==> src/rtl/flash_rdmux_pkg.sv <==
package flash_rdmux_pkg;
  localparam int DATA_W  = 8;
  localparam int POLL_BIT = 7;
  localparam int TOG_BIT  = 6;
  localparam int TMO_BIT  = 5;

  typedef enum logic [1:0] {
    MODE_ARRAY   = 2'b00,
    MODE_AUTOSEL = 2'b01,
    MODE_PROG    = 2'b10,
    MODE_ERASE   = 2'b11
  } rd_mode_e;

  function automatic logic [DATA_W-1:0] with_odd_par(input logic [DATA_W-2:0] code);
    return {~^code, code};
  endfunction
endpackage

==> src/rtl/flash_id_src.sv <==
module flash_id_src
  import flash_rdmux_pkg::*;
#(
  parameter int ADDR_W  = 19,
  parameter int SECT_W  = 3,
  parameter int OFFS_W  = 8,
  parameter logic [DATA_W-2:0] MFR_ID7 = 7'h01,
  parameter logic [DATA_W-2:0] DEV_ID7 = 7'h24
) (
  input  logic [ADDR_W-1:0]        addr_i,
  input  logic [(1<<SECT_W)-1:0]   sect_prot_i,
  output logic [DATA_W-1:0]        id_data_o
);
  localparam int MID_W = ADDR_W - SECT_W - OFFS_W;

  logic [SECT_W-1:0] sect;
  logic [OFFS_W-1:0] offs;
  logic              unused_mid;

  assign sect       = addr_i[ADDR_W-1 -: SECT_W];
  assign offs       = addr_i[OFFS_W-1:0];
  assign unused_mid = ^addr_i[OFFS_W +: MID_W];

  always_comb begin
    id_data_o = '0;
    if (offs == OFFS_W'(0))      id_data_o = with_odd_par(MFR_ID7);
    else if (offs == OFFS_W'(1)) id_data_o = with_odd_par(DEV_ID7);
    else if (offs == OFFS_W'(2)) id_data_o = {{(DATA_W-1){1'b0}}, sect_prot_i[sect]};
  end
endmodule

==> src/rtl/flash_toggle.sv <==
module flash_toggle (
  input  logic clk_i,
  input  logic rst_ni,
  input  logic busy_i,
  input  logic rd_stb_i,
  output logic tog_o
);
  always_ff @(posedge clk_i or negedge rst_ni) begin
    if (!rst_ni)                tog_o <= 1'b0;
    else if (busy_i && rd_stb_i) tog_o <= ~tog_o;
  end
endmodule

==> src/rtl/flash_status_gen.sv <==
module flash_status_gen
  import flash_rdmux_pkg::*;
(
  input  logic              is_prog_i,
  input  logic              prog_bit7_i,
  input  logic              timeout_i,
  input  logic              tog_i,
  output logic [DATA_W-1:0] status_o
);
  always_comb begin
    status_o           = '0;
    // program polls the inverted target bit, erase polls 0
    status_o[POLL_BIT] = is_prog_i ? ~prog_bit7_i : 1'b0;
    status_o[TOG_BIT]  = tog_i;
    status_o[TMO_BIT]  = timeout_i;
  end
endmodule

==> src/rtl/flash_rdmux.sv <==
module flash_rdmux
  import flash_rdmux_pkg::*;
#(
  parameter int ADDR_W = 19,
  parameter int SECT_W = 3,
  parameter int OFFS_W = 8
) (
  input  logic                    clk_i,
  input  logic                    rst_ni,
  input  logic [1:0]              mode_i,
  input  logic [ADDR_W-1:0]       addr_i,
  input  logic [DATA_W-1:0]       arr_data_i,
  input  logic [DATA_W-1:0]       prog_byte_i,
  input  logic [(1<<SECT_W)-1:0]  sect_prot_i,
  input  logic                    op_done_i,
  input  logic                    op_timeout_i,
  input  logic                    rd_stb_i,
  output logic [DATA_W-1:0]       rd_data_o,
  output logic                    toggle_o
);
  rd_mode_e          mode;
  logic              in_op, busy, tog;
  logic [DATA_W-1:0] id_data, status;
  logic              unused_prog;

  assign mode        = rd_mode_e'(mode_i);
  assign in_op       = (mode == MODE_PROG) || (mode == MODE_ERASE);
  assign busy        = in_op && !op_done_i;
  assign unused_prog = ^prog_byte_i[DATA_W-2:0];

  flash_id_src #(
    .ADDR_W(ADDR_W), .SECT_W(SECT_W), .OFFS_W(OFFS_W)
  ) u_id (
    .addr_i     (addr_i),
    .sect_prot_i(sect_prot_i),
    .id_data_o  (id_data)
  );

  flash_toggle u_tog (
    .clk_i   (clk_i),
    .rst_ni  (rst_ni),
    .busy_i  (busy),
    .rd_stb_i(rd_stb_i),
    .tog_o   (tog)
  );

  flash_status_gen u_stat (
    .is_prog_i  (mode == MODE_PROG),
    .prog_bit7_i(prog_byte_i[DATA_W-1]),
    .timeout_i  (op_timeout_i),
    .tog_i      (tog),
    .status_o   (status)
  );

  always_comb begin
    if (busy)                     rd_data_o = status;
    else if (mode == MODE_AUTOSEL) rd_data_o = id_data;
    else                           rd_data_o = arr_data_i;
  end

  assign toggle_o = tog;
endmodule

==> config.mk <==
export PLATFORM = sky130hd
export DESIGN_NAME = flash_rdmux
export DESIGN_NICKNAME = d
export VERILOG_FILES = /design/src/rtl/flash_rdmux_pkg.sv /design/src/rtl/flash_id_src.sv /design/src/rtl/flash_toggle.sv /design/src/rtl/flash_status_gen.sv /design/src/rtl/flash_rdmux.sv
export SDC_FILE = /design/constraint.sdc
export NUM_CORES = 1
export LEC_CHECK = 0
export BUFFER_PORTS_ARGS = -buffer_cell sky130_fd_sc_hd__buf_2
export CAP_MARGIN = 20
export CORE_AREA = 2 2 39 41
export DETAILED_ROUTE_END_ITERATION = 6
export DIE_AREA = 0 0 41 43
export PLACE_DENSITY = 0.75
export SYNTH_ARGS = -nofsm -noshare
export SYNTH_HDL_FRONTEND = slang
export SYNTH_SLANG_ARGS = --single-unit
==> constraint.sdc <==
create_clock -name clk_i -period 3.81 [get_ports clk_i]
set_input_delay 0.762 -clock clk_i [delete_from_list [all_inputs] [get_ports clk_i]]
set_output_delay 0.762 -clock clk_i [all_outputs]
set_load 0.005 [all_outputs]
# After elaboration in Yosys (flattened, before gate mapping)
# Index checks and enable logic that the tools add are counted.
dict set report word_totals {
  ff_bits 1
  in_bits 50
  word_cells 22
}
dict set report op_classes {
  n_lt_le_gt_ge 1
  n_eq_ne 5
  muxes 8
  n_bitwise 2
  reduce_logical 5
}
# cell count
set ops {}
lappend ops {{8-bit 2-to-1 mux} 4}
lappend ops {{8-bit by 1-bit equality test with 1-bit output, second input constant} 1}
lappend ops {{8-bit by 2-bit equality test with 1-bit output, second input constant} 1}
lappend ops {{8-bit logical NOT} 1}
lappend ops {{2-bit equality test, second input constant} 2}
lappend ops {{3-bit by 4-bit < comparator with 1-bit output, second input constant} 1}
lappend ops {{1-bit binary-select mux with 3-bit select} 1}
lappend ops {{1-bit 2-to-1 mux} 3}
lappend ops {{2-bit by 1-bit equality test with 1-bit output, second input constant} 1}
lappend ops {{1-bit logical AND} 2}
lappend ops {{1-bit NOT} 2}
lappend ops {{1-bit logical NOT} 1}
lappend ops {{1-bit logical OR} 1}

# Logic depth before layout (Yosys ltp)
# Gate-level depths: netlist of the first run.
dict set report logic_depth {
  ltp_word 7
  mapped_depth 5
}

# By module
# From an unflattened synthesis of the first run, not the netlist that was laid out.
dict set report hier_totals {
  hier_cells 60
  hier_area_um2 541.8
}
# mod n_inst cells_each area_per_inst_um2 seq_area_each_um2
set by_module_without_submodules {}
lappend by_module_without_submodules {flash_rdmux 1 29 285.3 0.0}
lappend by_module_without_submodules {flash_id_src 1 19 148.9 0.0}
lappend by_module_without_submodules {flash_status_gen 1 9 70.1 0.0}
lappend by_module_without_submodules {flash_toggle 1 3 37.5 25.0}

# Worst setup path after synthesis of the first run
# Ideal clock, no wire load.
dict set report synth_timing {
  kind {input to output}
  start {input port addr_i[3]}
  end {output port rd_data_o[0]}
  arrival_time_ns 1.808
  required_ns 3.048
  slack_ns 1.240
  path_stages 4
  n_path_buf 0
  path_cell_list {or4_4 nor3_4 a311oi_1 a221oi_1}
}
dict set report synth_via {
  elab_chain_cells 6
  elab_cells_between_ends 8
}
# item line
set synth_lines {}
lappend synth_lines {{from (decl)} flash_rdmux.sv:11} ;# input logic [ADDR_W-1:0] addr_i,
lappend synth_lines {{8-bit by 2-bit equality test with 1-bit output} flash_id_src.sv:28} ;# else if (offs == OFFS_W'(2)) id_data_o = {{(DATA_W-1){1'b0}}, sect_prot_i[sect]};
lappend synth_lines {{1-bit 2-to-1 mux} flash_id_src.sv:28}
lappend synth_lines {{8-bit 2-to-1 mux} flash_id_src.sv:27} ;# else if (offs == OFFS_W'(1)) id_data_o = with_odd_par(DEV_ID7);
lappend synth_lines {{8-bit 2-to-1 mux *} flash_id_src.sv:26} ;# if (offs == OFFS_W'(0)) id_data_o = with_odd_par(MFR_ID7);
lappend synth_lines {{8-bit 2-to-1 mux *} flash_rdmux.sv:57} ;# else if (mode == MODE_AUTOSEL) rd_data_o = id_data;
lappend synth_lines {{8-bit 2-to-1 mux *} flash_rdmux.sv:56} ;# if (busy) rd_data_o = status;
lappend synth_lines {{to (decl)} flash_rdmux.sv:18} ;# output logic [DATA_W-1:0] rd_data_o,
# Every way passes the cells marked *; elsewhere a longest branch is shown, timed or not.

# Worst setup path in the final report of the first run
# Ends and elaborated chain as after synthesis.

==> results of run 1 <==
per-layer routing:
metal  up-vias  GRT usage [%]
met1       219          13.69
met3         0              0
li1        249              -
met5         -              0
met2        28          23.75
met4         0              0
layout make-up:
| cell class | count | area share [%] |
|---|---|---|
| timing repair buffer | 43 | 38.65 |
| inverter | 2 | 1.348 |
| tap | 16 | 3.596 |
| sequential | 1 | 4.494 |
| multi-input combinational | 39 | 51.91 |
cells by family (layout without fill, tap and decap cells):
kind of cell / count (synthesis) / count (layout) / share of synthesized area, %
compound gates: 11 / 11 / 24.34
flops: 1 / 1 / 7.603
xor+xnor: 1 / 1 / 2.662
buf+inv: 4 / 45 / 4.564
simple gates: 21 / 21 / 38.40
mux: 6 / 6 / 22.43
how the worst max path moves through the flow:
| stage | depth (start not counted) | slack [ps] | startpoint | end |
|---|---|---|---|---|
| 4_1_cts | 6 | 970 | addr_i[3] | rd_data_o[0] |
| 3_3_place_gp | 6 | 1010 | addr_i[3] | rd_data_o[0] |
| 6_report | 6 | 990 | addr_i[3] | rd_data_o[0] |
| 2_1_floorplan | 4 | 1240 | addr_i[3] | rd_data_o[0] |
| 5_1_grt | 6 | 850 | addr_i[3] | rd_data_o[0] |
| 3_5_place_dp | 6 | 980 | addr_i[3] | rd_data_o[0] |
cell usage in the layout (no fill, tap or decap), types with 2 or more instances in the layout:
| master | Yosys | layout |
|---|---|---|
| a311oi_1 | 2 | 2 |
| and2_1 | 3 | 3 |
| buf_2 | 0 | 43 |
| inv_1 | 2 | 2 |
| mux2i_1 | 4 | 4 |
| nand2_1 | 4 | 4 |
| nand3_1 | 2 | 2 |
| nor2_1 | 4 | 4 |
| nor2b_1 | 2 | 2 |
metrics by stage:
stage | util (%) | worst slack (ps) | std cells | total power, mW
2_1_floorplan | - | 1240 | 44 | 0.05029
3_3_place_gp | 40.24 | 1006 | 101 | 0.08445
3_5_place_dp | 40.24 | 977.5 | 101 | 0.08589
4_1_cts | 40.24 | 972.9 | 101 | 0.08638
5_1_grt | 40.24 | 847.1 | 101 | 0.09453
6_report | 40.24 | 991.0 | 101 | 0.08469
power by group:
part / leakage (nW) / total (mW) / switching, mW / internal [mW]
sequential: 0.0117 / 0.0204 / 0.00401 / 0.0164
combinational: 0.294 / 0.0643 / 0.0264 / 0.0379
clock: 0 / 0 / 0 / 0
total: 0.306 / 0.0847 / 0.0304 / 0.0543
==> results.json, run 1 <==
{
  "outcome": "complete, no violations",
  "seq_area_um2": 25.02,
  "vias_per_cell": 4.911,
  "reg_top3": "u_tog.tog_o x1",
  "ctsResizeCount": 0,
  "hp-start": "u_tog.tog_o",
  "drt_iter0_drc": 0,
  "yosysTopAreaCell": "mux2i_1",
  "rsz0062_at_grt": "false",
  "cp_slowest_stage_delay_ps": 530,
  "yosys_warnings": 0,
  "crit_type": "input pin to primary output",
  "crit_chain": "buf_2 -> or4_4 -> nor3_4 -> a311oi_1 -> a221oi_1 -> buf_2",
  "critPathBufInv": 2,
  "largest_register_ffs": 1,
  "post-route-period-util_pct": 73.99,
  "min_period_ps": 2819,
  "drt-pass1-iter-count": 1,
  "grt-ovfl-total": 0,
  "grt_pass1_vias": 445,
  "endpoint_kind": "primary output",
  "clk_latency_ps": 0,
  "die-area_um2": 1763,
  "min_path_cells": 1,
  "synthesis.nets": 94,
  "wl_met2_um": 492,
  "diodes": 0,
  "ys_seq_area_share_pct": 7.605,
  "synth_top_cell_area_share_pct": 12.17,
  "grt_pass1_wl_mm": 1.587,
  "synthArstFlopShare_pct": 100.0,
  "fillers": 159,
  "regMostFlops": "u_tog.tog_o",
  "final_hold_viol_count": 0,
  "synthCells": 44,
  "drive_above_1_share_pct": 56.47,
  "core_um2": 1384,
  "slowest_stage": "or4_4",
  "ctsHoldBuffers": 0,
  "ioPinCount": 59,
  "wl_met3_um": 121,
  "synth_common_cells": "mux2i_1 (4), nand2_1 (4), nor2_1 (4)",
  "multi_input_area_um2": 289.0,
  "place.port_buffers": 43,
  "grtUsageTotal_pct": 11.91,
  "die_x_um": 41,
  "max_slew.worst_pin.slew_ps": 344.3,
  "max_cap_viol_count": 0,
  "clk_pin_slew_worst_paths_ps": 0,
  "timing.rr.start": "u_tog.tog_o",
  "vias": 496,
  "critPathMaxFanout": 4,
  "synth_edf_count": 0,
  "fmax_ghz": 0.3547,
  "place.gp.congestion": 0.6722,
  "p_leak_nw": 0.3061,
  "ir_drop_v": 0.0001111,
  "stdcell_area_um2": 556.8,
  "wirelength_met1_um": 398,
  "finalWirelength_mm": 1.011,
  "post-route-drc-count": 0,
  "holdWs_ps": 471.7,
  "crit_family": "simple AND/OR/NAND/NOR gates",
  "slew_headroom_pct": 76.45,
  "rrSetupSlack_ps": 3150,
  "netlist_top_cells_area": "mux2i_1 (12%), dfrtp_1 (7.6%), mux4_2 (6.8%)",
  "crit_top_cell": "buf_2",
  "cp.required_ps": 3050,
  "synth-seq-cells": 1,
  "timing.rr.end": "u_tog.tog_o",
  "cts_setup_buffers": 0,
  "start_util_pct": 23.78,
  "ant_nets": 0,
  "cellPowerDensity_nw_per_um2": 152.1,
  "grt_max_degree": 14,
  "place_area_um2": 556.8,
  "fp-row-count": 14,
  "areaGrowthSynthToFinish_pct": 69.20,
  "cp.arrival_ps": 2060,
  "antenna_found_initial": 0,
  "report.final.slew_viol_count": 0,
  "hold_end": "u_tog.tog_o",
  "reg2reg_depth": 1,
  "syn_area_um2": 329.1,
  "synth.distinct_cells": 28,
  "hold_class": "register to register",
  "nets": 137,
  "die_h_um": 43,
  "synth_ff_type": "dfrtp_1",
  "start_kind": "input pin",
  "finalSetupViolations": 0,
  "timing.setup.tns_ps": 0,
  "avgSynthCellArea_um2": 7.479,
  "top_layer": "met3",
  "wl_per_cell_um": 10.01,
  "finClkSkew_ps": 0
}
Note: power is estimated with default switching activity, not from simulation.
==> run 2, diff against run 1 <==
--- a/config.mk
+++ b/config.mk
@@ -7,10 +7,9 @@
 export LEC_CHECK = 0
 export BUFFER_PORTS_ARGS = -buffer_cell sky130_fd_sc_hd__buf_2
 export CAP_MARGIN = 20
-export CORE_AREA = 2 2 39 41
+export CORE_UTILIZATION = 25
 export DETAILED_ROUTE_END_ITERATION = 6
-export DIE_AREA = 0 0 41 43
-export PLACE_DENSITY = 0.75
+export PLACE_DENSITY = 0.76
 export SYNTH_ARGS = -nofsm -noshare
 export SYNTH_HDL_FRONTEND = slang
 export SYNTH_SLANG_ARGS = --single-unit
==> constraint.sdc (replaced) <==
create_clock -name clk_i -period 2.85 [get_ports clk_i]
set_input_delay 0.57 -clock clk_i [delete_from_list [all_inputs] [get_ports clk_i]]
set_output_delay 0.57 -clock clk_i [all_outputs]
set_load 0.005 [all_outputs]
==> results.json, run 2 (same netlist as run 1, synthesis figures left out) <==
{
  "outcome": "complete, no violations",
  "place.port_buffers": 43,
  "grt-ovfl-total": 0,
  "place_area_um2": 554.3,
  "timing.rr.end": "u_tog.tog_o",
  "post-route-period-util_pct": 85.92,
  "vias": 479,
  "drt-pass1-iter-count": 3,
  "rsz0062_at_grt": "false",
  "fp-row-count": 12,
  "stdcell_area_um2": 554.3,
  "crit_type": "input pin to primary output",
  "ir_drop_v": 0.0001029,
  "cts_setup_buffers": 0,
  "crit_start": "addr_i[3]",
  "finalSetupViolations": 0,
  "drive_above_1_share_pct": 56.47,
  "grt_pass1_vias": 402,
  "grt_pass1_wl_mm": 1.566,
  "largest_register_ffs": 1,
  "min_period_ps": 2449,
  "fillers": 130,
  "antenna_found_initial": 0,
  "grt_max_degree": 14,
  "start_util_pct": 28.10,
  "start_kind": "input pin",
  "max_slew.worst_pin.slew_ps": 358.8,
  "reg2reg_depth": 1,
  "die-area_um2": 1465,
  "p_leak_nw": 0.3061,
  "fmax_ghz": 0.4084,
  "ctsHoldBuffers": 0,
  "diodes": 0,
  "holdWs_ps": 345.4,
  "final_common_cell": "buf_2",
  "post-route-drc-count": 0,
  "finalWirelength_mm": 1.052,
  "regMostFlops": "u_tog.tog_o",
  "final_cells": 99,
  "ctsResizeCount": 0,
  "reg_top3": "u_tog.tog_o x1",
  "rrSetupSlack_ps": 2170,
  "final_hold_viol_count": 0,
  "grtUsageTotal_pct": 14.32,
  "dpl.hpwl_um": 933.6,
  "ioPinCount": 59,
  "clk_pin_slew_worst_paths_ps": 0,
  "cp.required_ps": 2280,
  "critPathMaxFanout": 4,
  "die_h_um": 38.28,
  "cp.arrival_ps": 1880,
  "vias_per_cell": 4.838,
  "hold_class": "input pin to asynchronous set/reset pin",
  "clk_latency_ps": 0,
  "wl_per_cell_um": 10.63,
  "endpoint_kind": "primary output",
  "ant_nets": 0,
  "die_x_um": 38.28,
  "place.gp.congestion": 0.6424,
  "nets": 137,
  "cellPowerDensity_nw_per_um2": 208.3,
  "dp_cells": 99,
  "report.final.slew_viol_count": 0,
  "final_cell_mix": "buf_2 (43), nor2_1 (4), mux2i_1 (4), nand2_1 (4), and2_1 (3)",
  "core_um2": 1171,
  "timing.setup.tns_ps": 0,
  "finalPower_mw": 0.1155,
  "timing.rr.start": "u_tog.tog_o",
  "max_cap_viol_count": 0,
  "finClkSkew_ps": 0,
  "slew_headroom_pct": 75.46,
  "areaGrowthSynthToFinish_pct": 68.44,
  "drt_iter0_drc": 2
}
-- run 2: cell counts in the layout (fill, tap and decap cells not counted) --
No cell type changed its count.
-- run 2: power breakdown --
group / total [mW] / leakage (nW) / internal [mW] / switching [mW]
Clock: 0 / 0 / 0 / 0
Sequential: 0.0287 / 0.0117 / 0.0219 / 0.00681
Combinational: 0.0868 / 0.294 / 0.0507 / 0.0360
Total: 0.115 / 0.306 / 0.0726 / 0.0429
-- run 2: worst max-delay path by stage --
stage          slack [ps]  depth (start not counted)           end
2_1_floorplan         660                          4  rd_data_o[0]
3_3_place_gp          420                          6  rd_data_o[0]
3_5_place_dp          400                          6  rd_data_o[0]
4_1_cts               400                          6  rd_data_o[0]
5_1_grt               340                          6  rd_data_o[0]
6_report              400                          6  rd_data_o[0]
-- run 2: per-layer routing --
layer  track usage [%]  wire [µm]  up-vias
met1             15.14        369      209
met2             31.36        581       23
met4                 0          0        0
li1                  -          -      247
met3            0.5814        100        0
met5                 0          0        -
-- run 2: per-stage QoR --
| step | util, % | setup WS (ps) |
|---|---|---|
| CTS | 47.33 | 396.4 |
| floorplan | - | 664.2 |
| global route | 47.33 | 339.7 |
| finish | 47.33 | 401.3 |
| global placement | 47.33 | 421.3 |
| detailed placement | 47.33 | 398.2 |
-- run 2: worst max-delay path: stages --
cell,delay [ps]
buf_2,100
or4_4,530
nor3_4,190
a311oi_1,120
a221oi_1,210
buf_2,160
-- run 2: final cells by class --
| class | count | area, µm² | area share, % |
|---|---|---|---|
| Multi-Input combinational cell | 39 | 289.0 | 52.14 |
| Inverter | 2 | 7.507 | 1.354 |
| Tap cell | 14 | 17.52 | 3.160 |
| Timing Repair Buffer | 43 | 215.2 | 38.83 |
| Sequential cell | 1 | 25.02 | 4.515 |
==> run 3, diff against run 2 <==
--- a/config.mk
+++ b/config.mk
@@ -7,7 +7,9 @@
 export LEC_CHECK = 0
 export BUFFER_PORTS_ARGS = -buffer_cell sky130_fd_sc_hd__buf_2
 export CAP_MARGIN = 20
-export CORE_UTILIZATION = 25
+export CELL_PAD_IN_SITES_DETAIL_PLACEMENT = 0
+export CELL_PAD_IN_SITES_GLOBAL_PLACEMENT = 1
+export CORE_UTILIZATION = 14
 export DETAILED_ROUTE_END_ITERATION = 6
 export PLACE_DENSITY = 0.76
 export SYNTH_ARGS = -nofsm -noshare
==> constraint.sdc (replaced) <==
create_clock -name clk_i -period 2.6 [get_ports clk_i]
set_input_delay 0.52 -clock clk_i [delete_from_list [all_inputs] [get_ports clk_i]]
set_output_delay 0.52 -clock clk_i [all_outputs]
set_load 0.005 [all_outputs]
==> results.json, run 3 (same netlist as run 1, synthesis figures left out) <==
{
  "hold_class": "input pin to asynchronous set/reset pin",
  "max_slew.worst_pin.slew_ps": 367.1,
  "regMostFlops": "u_tog.tog_o",
  "drt_iter0_drc": 1,
  "die-area_um2": 2548,
  "wl_per_cell_um": 10.67,
  "reg_top3": "u_tog.tog_o x1",
  "nets": 137,
  "place.gp.congestion": 0.6572,
  "areaGrowthSynthToFinish_pct": 73.76,
  "largest_register_ffs": 1,
  "utilization_pct": 25.85,
  "post-route-period-util_pct": 90.31,
  "start_util_pct": 14.88,
  "cellPowerDensity_nw_per_um2": 220.9,
  "report.final.slew_viol_count": 0,
  "multi_input_area_um2": 289.0,
  "final_hold_viol_count": 0,
  "grt_pass1_vias": 466,
  "clk_latency_ps": 0,
  "cp.arrival_ps": 1830,
  "max_cap_viol_count": 0,
  "clk_pin_slew_worst_paths_ps": 0,
  "p_leak_nw": 0.3061,
  "drive_above_1_share_pct": 56.47,
  "finalWirelength_mm": 1.206,
  "final_cell_mix": "buf_2 (43), nor2_1 (4), mux2i_1 (4), nand2_1 (4), and2_1 (3)",
  "place.port_buffers": 43,
  "ctsResizeCount": 0,
  "core_um2": 2212,
  "ctsHoldBuffers": 0,
  "vias": 505,
  "cts_setup_buffers": 0,
  "holdWs_ps": 295.0,
  "ioPinCount": 59,
  "grtUsageTotal_pct": 9.296,
  "drt-pass1-iter-count": 4,
  "fmax_ghz": 0.4259,
  "antenna_found_initial": 0,
  "die_x_um": 50.48,
  "finalSetupViolations": 0,
  "critPathMaxFanout": 4,
  "timing.setup.tns_ps": 0,
  "ant_nets": 0,
  "fillers": 268,
  "grt_use_met2_pct": 20.67,
  "grt_pass1_wl_mm": 1.904,
  "dpl.hpwl_mm": 1.033,
  "grt_use_met3_pct": 0.6061,
  "start_kind": "input pin",
  "grt_max_degree": 14,
  "endpoint_kind": "primary output",
  "min_period_ps": 2348,
  "post-route-drc-count": 0,
  "crit_type": "input pin to primary output",
  "vias_per_cell": 4.469,
  "final_common_cell": "buf_2",
  "cp.required_ps": 2080,
  "diodes": 0,
  "seq_area_um2": 25.02,
  "rsz0062_at_grt": "false",
  "outcome": "complete, no violations",
  "slew_headroom_pct": 74.89,
  "use_met1_pct": 9.567,
  "top_usage_layer": "met2",
  "finClkSkew_ps": 0,
  "grt-ovfl-total": 0,
  "die_h_um": 50.48,
  "fp-row-count": 17,
  "ir_drop_v": 0.0001223
}
## run 3: layout make-up
cell class	instances	share of cell area, %
Sequential cell	1	4.376
Timing Repair Buffer	43	37.64
Tap cell	28	6.127
Inverter	2	1.313
Multi-Input combinational cell	39	50.55
## run 3: final timing paths
kind	start	to	slack, ps	cells after the start
setup / recovery	addr_i[3]	rd_data_o[0]	250	6
setup reg to reg	u_tog.tog_o	u_tog.tog_o	1930	1
min in group clk_i	u_tog.tog_o	u_tog.tog_o	480	1
hold / removal	rst_ni	u_tog.tog_o	290	1
max in group asynchronous	rst_ni	u_tog.tog_o	2220	1
hold reg to reg	u_tog.tog_o	u_tog.tog_o	480	1
## run 3: worst max-delay path: stages
cell and delay [ps]:
buf_2 90, or4_4 530, nor3_4 190, a311oi_1 120
a221oi_1 210, buf_2 160
## run 3: power by group
group / internal [mW] / total (mW) / leakage [nW] / switching, mW
registers: 0.0240 / 0.0307 / 0.0117 / 0.00677
logic: 0.0556 / 0.0955 / 0.294 / 0.0399
clock network: 0 / 0 / 0 / 0
## run 3: through the flow
stage	instances	total power [mW]	area, µm²	setup WS (ps)
2_1_floorplan	44	0.07370	329.1	514.2
3_3_place_gp	113	0.1244	571.8	251.5
3_5_place_dp	113	0.1273	571.8	233.2
4_1_cts	113	0.1278	571.8	232.1
5_1_grt	113	0.1392	571.8	182.5
6_report	113	0.1263	571.8	252.0
## run 3: routing by layer
layer | part of all wire, % | wire length [µm]
met5 | 0 | 0
met2 | 53 | 641
met1 | 37 | 443
met4 | 0 | 0
met3 | 10 | 120
